### src/rtl/ir_carrier_pkg.sv
package ir_carrier_pkg;

    localparam int SEL_W = 3;
    localparam int PH_W  = 4;

    typedef struct packed {
        logic [PH_W-1:0] period;
        logic [PH_W-1:0] high;
        logic            carrier;
    } mode_cfg_t;

    typedef struct packed {
        logic [SEL_W-1:0] sel;
        logic [SEL_W-1:0] act;
        logic             data;
    } ctl_state_t;

    function automatic mode_cfg_t decode_mode(input logic [SEL_W-1:0] code);
        mode_cfg_t cfg;
        unique case (code)
            3'd0:    cfg = '{period: PH_W'(12), high: PH_W'(6), carrier: 1'b1};
            3'd1:    cfg = '{period: PH_W'(12), high: PH_W'(4), carrier: 1'b1};
            3'd2:    cfg = '{period: PH_W'(12), high: PH_W'(3), carrier: 1'b1};
            3'd3:    cfg = '{period: PH_W'(8),  high: PH_W'(4), carrier: 1'b1};
            3'd4:    cfg = '{period: PH_W'(8),  high: PH_W'(2), carrier: 1'b1};
            3'd5:    cfg = '{period: PH_W'(11), high: PH_W'(4), carrier: 1'b1};
            default: cfg = '{period: PH_W'(12), high: PH_W'(0), carrier: 1'b0};
        endcase
        return cfg;
    endfunction

endpackage

### src/rtl/ir_mode_decode.sv
module ir_mode_decode
    import ir_carrier_pkg::*;
(
    input  logic [SEL_W-1:0] code,
    output mode_cfg_t        cfg
);
    always_comb begin
        cfg = decode_mode(code);
    end
endmodule

### src/rtl/ir_phase_ctr.sv
module ir_phase_ctr #(
    parameter int PH_W = 4
) (
    input  logic            clk,
    input  logic            rst,
    input  logic            run,
    input  logic            restart,
    input  logic [PH_W-1:0] period,
    output logic [PH_W-1:0] ph_q,
    output logic            wrap
);
    logic [PH_W-1:0] ph_d;
    logic            at_end;

    always_comb begin
        at_end = (ph_q == period - 1'b1);
        wrap   = run && !restart && at_end;
        ph_d   = ph_q;
        if (restart) begin
            ph_d = '0;
        end else if (run) begin
            ph_d = at_end ? '0 : ph_q + 1'b1;
        end else begin
            ph_d = '0;
        end
    end

    always_ff @(posedge clk) begin
        if (rst) begin
            ph_q <= '0;
        end else begin
            ph_q <= ph_d;
        end
    end
endmodule

### src/rtl/ir_out_stage.sv
module ir_out_stage
    import ir_carrier_pkg::*;
(
    input  logic            data_q,
    input  logic            stop_mode,
    input  logic [PH_W-1:0] ph,
    input  mode_cfg_t       cfg,
    output logic            drv_en,
    output logic            pin_hiz
);
    logic on_phase;

    always_comb begin
        on_phase = cfg.carrier ? (ph < cfg.high) : 1'b1;
        drv_en   = !stop_mode && data_q && on_phase;
        pin_hiz  = stop_mode;
    end
endmodule

### src/rtl/ir_carrier_gen.sv
module ir_carrier_gen
    import ir_carrier_pkg::*;
(
    input  logic             clk,
    input  logic             rst,
    input  logic             sel_we,
    input  logic [SEL_W-1:0] sel_wdata,
    input  logic             data_bit,
    input  logic             stop_mode,
    output logic             drv_en,
    output logic             pin_hiz
);
    ctl_state_t      st_d, st_q;
    mode_cfg_t       act_cfg;
    logic [PH_W-1:0] ph_q;
    logic [PH_W-1:0] act_period;
    logic            data_q;
    logic            rise;
    logic            run;
    logic            wrap;

    assign data_q     = st_q.data;
    assign act_period = act_cfg.period;

    always_comb begin
        rise = data_bit && !st_q.data;
        run  = data_bit && st_q.data;
        st_d = st_q;
        if (sel_we) begin
            st_d.sel = sel_wdata;
        end
        if (rise || wrap) begin
            st_d.act = st_q.sel;
        end
        st_d.data = data_bit;
    end

    always_ff @(posedge clk) begin
        if (rst) begin
            st_q <= '0;
        end else begin
            st_q <= st_d;
        end
    end

    ir_mode_decode i_dec (
        .code (st_q.act),
        .cfg  (act_cfg)
    );

    ir_phase_ctr #(.PH_W(PH_W)) i_ctr (
        .clk     (clk),
        .rst     (rst),
        .run     (run),
        .restart (rise),
        .period  (act_cfg.period),
        .ph_q    (ph_q),
        .wrap    (wrap)
    );

    ir_out_stage i_out (
        .data_q    (st_q.data),
        .stop_mode (stop_mode),
        .ph        (ph_q),
        .cfg       (act_cfg),
        .drv_en    (drv_en),
        .pin_hiz   (pin_hiz)
    );
endmodule

### config.mk
export PLATFORM = sky130hd
export DESIGN_NAME = ir_carrier_gen
export DESIGN_NICKNAME = d
export VERILOG_FILES = /design/src/rtl/ir_carrier_pkg.sv /design/src/rtl/ir_mode_decode.sv /design/src/rtl/ir_phase_ctr.sv /design/src/rtl/ir_out_stage.sv /design/src/rtl/ir_carrier_gen.sv
export SDC_FILE = /design/constraint.sdc
export NUM_CORES = 1
export LEC_CHECK = 0
export BUFFER_PORTS_ARGS = -buffer_cell sky130_fd_sc_hd__buf_4
export CORE_MARGIN = 4
export CORE_UTILIZATION = 40
export CTS_CLUSTER_DIAMETER = 60
export DETAILED_ROUTE_END_ITERATION = 7
export SKIP_LAST_GASP = 1
export SYNTH_ARGS = -nofsm -noshare
export SYNTH_HDL_FRONTEND = slang
export SYNTH_SLANG_ARGS = --single-unit
### constraint.sdc
create_clock -name clk -period 4.1 [get_ports clk]
set_input_delay 0.205 -clock clk [delete_from_list [all_inputs] [get_ports clk]]
set_output_delay 0.205 -clock clk [all_outputs]
set_load 0.02 [all_outputs]
==> out/results.ini <==
[timing]
rsz0062_at_grt = false
worstMarginPinSlew_ns = 0.287
slew_violations = 0
fin_tns_setup_ns = 0
max_slew_margin = 0.809
min_period_ns = 2.09
whs_ns = 0.161
fmaxAchievable_ghz = 0.478
hold_violations = 0
skew_ns = 0.00106
period_share = 0.510
setup_viol = 0

[power]
power.share.clock = 0.352
p_seq_frac = 0.539
switching_share = 0.232
p_sw_w = 0.0000487
power_frac_comb = 0.109
p_int_w = 0.000161
vdd_drop_max_uv = 257
cellPowerDensity_nw_per_um2 = 305
p_total_w = 0.000210
leakage_nw = 0.309

[place]
place_congestion = 0.794
port_buffers = 9
dp_cells = 84
dp.final_hpwl_um = 731

[critical_path]
critPathArrivalTime_ns = 1.89
worst-path-max-fanout = 6
slowest_stage = or4b_1
crit_buf_inv = 1
max_stage_delay_ns = 0.52
cp_cell_sequence = or4b_1, a21o_1, a211o_1, a21oi_2, buf_4
reg2reg_depth = 8
crit_family = compound AO/OA/AOI/OAI gates
critPathKind = reg -> out
r2r_slack_ns = 2.41
cp-end-kind = output pin
start_kind = register
rr_endpoint = st_q[2]$_SDFFE_PP0P_
crit_required_ns = 3.89
r2r_start = st_q[3]$_SDFFE_PP0P_

[cells_and_area]
n_antenna_cell = 0
area_growth_pct = 17.2
drive_gt1_frac = 0.205
fin_cells = 88
nets = 86
final_core_utilization = 0.511
fillers = 136

[floorplanning]
io_pins = 10
design.core.area_um2 = 1350
initial_utilization = 0.436
placementRows = 13
dieArea_um2 = 2150
die_w_um = 46.3
fp.dieH_um = 46.3

[yosys]
synth_top_family_by_area = simple AND/OR/NAND/NOR gates
yosys-mux-area-fraction = 0.102
synthCells = 62
yosysSeqAreaShare = 0.374
synth_xor_area_frac = 0.0745
ys_warn_count = 0
synth-seq-cells = 11
synth_area_um2 = 588
yosys.cell_types.count = 22
synth-adder-area-share = 0.0851
synth_compound_area_frac = 0.102
synth.avg_cell_area_um2 = 9.48
synth_nets = 74
synth-simple-area-share = 0.230

[global_routing]
grt_pass1_vias = 417
grt-ovfl-total = 0
antenna_found_initial = 0
grt_max_degree = 11
grtUsageTotal = 0.116
grt_pass1_wl_um = 1670

[run_status]
status = finished, final reports clean

[route]
top_layer = met4
vias = 432
via_per_inst = 4.91
route.detailed.drc = 0
wl_met3_um = 66
detail-route-antenna-nets = 0
met1_length_um = 426
wl_per_cell_um = 10.7
first_pass_iters = 2
totalWireLength_um = 938
wl_met2_um = 436
drt_iter0_drc = 4

[cts]
cts_sinks = 11
ctsHoldBuffers = 0
htree_levels = 1
cts_root_buffer = clkbuf_4
cts.clk_slew.worst_paths_ns = 0.07
clkLatencyLatePin_ns = 0.27
post-cts-setup-buffer-count = 0
cts_tree = built
postCtsResizedCells = 0
cts_buffer_depth = 2
numCtsBuffers = 3

[run]
maxCapViolations = 0

[hold_path]
hold_class = in -> reg
hold_depth = 2
min_from = rst
whs_endpoint = st_q[4]$_SDFFE_PP0P_

-- placed cells by master (no fill, tap or decap), types with 2 or more instances in the layout --
cell      Yosys  layout
inv_1         2       2
clkbuf_4      0       3
xnor2_1       4       4
nand3_1       2       2
nor2b_1       2       2
or2b_1        3       3
o21ai_0       2       2
nand2_1       2       2
ha_1          4       4
nor2_1        9       9
buf_4         1       9
mux2i_1       6       6
dfxtp_1      11      11
nand2b_1      5       5
-- sequential cells by signal (all words and copies together), names as in the netlist --
signal / count
st_q: 6
i_ctr.ph_q: 4
data_q: 1
-- kinds of logic (layout without fill, tap and decap cells) --
group,count (synthesis),after routing
buffers and inverters,4,15
and+or+nand+nor,25,25
muxes,6,6
AOI/OAI and AO/OA,7,7
adders and majority gates,4,4
DFF,11,11
xor gates and xnor gates,5,5
-- worst register-to-register path: cells and delay by family (launching register included) --
family,cells,cell delay [ns]
xor+xnor,1,0.15
mux,1,0.21
buf+inv,1,0.07
simple gates,2,0.15
flops,1,0.40
compound gates,2,0.37
fa+ha+maj,1,0.29
-- worst max path at each step --
stage          slack (ns)                  from      to  cells past startpoint
2_1_floorplan        2.35  st_q[1]$_SDFFE_PP0P_  drv_en                      4
3_3_place_gp         2.30  st_q[3]$_SDFFE_PP0P_  drv_en                      5
3_5_place_dp         2.31  st_q[1]$_SDFFE_PP0P_  drv_en                      5
4_1_cts              1.99  st_q[1]$_SDFFE_PP0P_  drv_en                      5
5_1_grt              1.89  st_q[1]$_SDFFE_PP0P_  drv_en                      5
6_report             2.01  st_q[1]$_SDFFE_PP0P_  drv_en                      5
-- power by group through the flow --
stage	combinational (W)	clock (W)	sequential, W
finish	0.0000229	0.0000739	0.000113
global route	0.0000260	0.0000844	0.000114
CTS	0.0000234	0.0000792	0.000113
detailed placement	0.0000234	0	0.000116
global placement	0.0000231	0	0.000116
floorplan	0.0000152	0	0.000115
-- final cells by class --
class / instances / area, um^2 / share of cell area
repair buffers: 9 / 67.6 / 0.0980
inverters: 2 / 7.51 / 0.0109
multi-input cells: 47 / 349 / 0.506
clock buffers: 4 / 26.3 / 0.0381
well taps: 15 / 18.8 / 0.0272
flip-flops and latches: 11 / 220 / 0.319
-- routing by layer --
| metal | GRT usage | vias up |
|---|---|---|
| met5 | 0 | - |
| met4 | 0.0511 | 0 |
| met3 | 0.0586 | 2 |
| met2 | 0.192 | 11 |
| met1 | 0.121 | 190 |
| li1 | - | 229 |
-- metrics by stage --
stage | worst slack (ns) | instance area (um^2)
after detailed placement | 2.31 | 663
after floorplan | 2.35 | 588
after global routing | 1.89 | 689
after global placement | 2.30 | 663
final | 2.01 | 689
after CTS | 1.99 | 689
-- cell usage after synthesis --
| master | instances | area share |
|---|---|---|
| or2b_1 | 3 | 0.038 |
| a21oi_2 | 1 | 0.015 |
| a31o_2 | 1 | 0.015 |
| xnor2_1 | 4 | 0.060 |
| dfxtp_1 | 11 | 0.37 |
| buf_4 | 1 | 0.013 |
| inv_1 | 2 | 0.013 |
| clkbuf_1 | 1 | 0.0064 |
| xor2_1 | 1 | 0.015 |
| nand3_1 | 2 | 0.017 |
| mux2i_1 | 6 | 0.10 |
| a211o_1 | 1 | 0.015 |
| ha_1 | 4 | 0.085 |
| nor2_1 | 9 | 0.057 |
| nand2b_1 | 5 | 0.053 |
| nand2_1 | 2 | 0.013 |
| nand3b_1 | 1 | 0.013 |
| or4b_1 | 1 | 0.017 |
| a41oi_2 | 1 | 0.028 |
| o21ai_0 | 2 | 0.017 |
| nor2b_1 | 2 | 0.021 |
| a21o_1 | 1 | 0.013 |
Power figures use the tool's default switching activity.
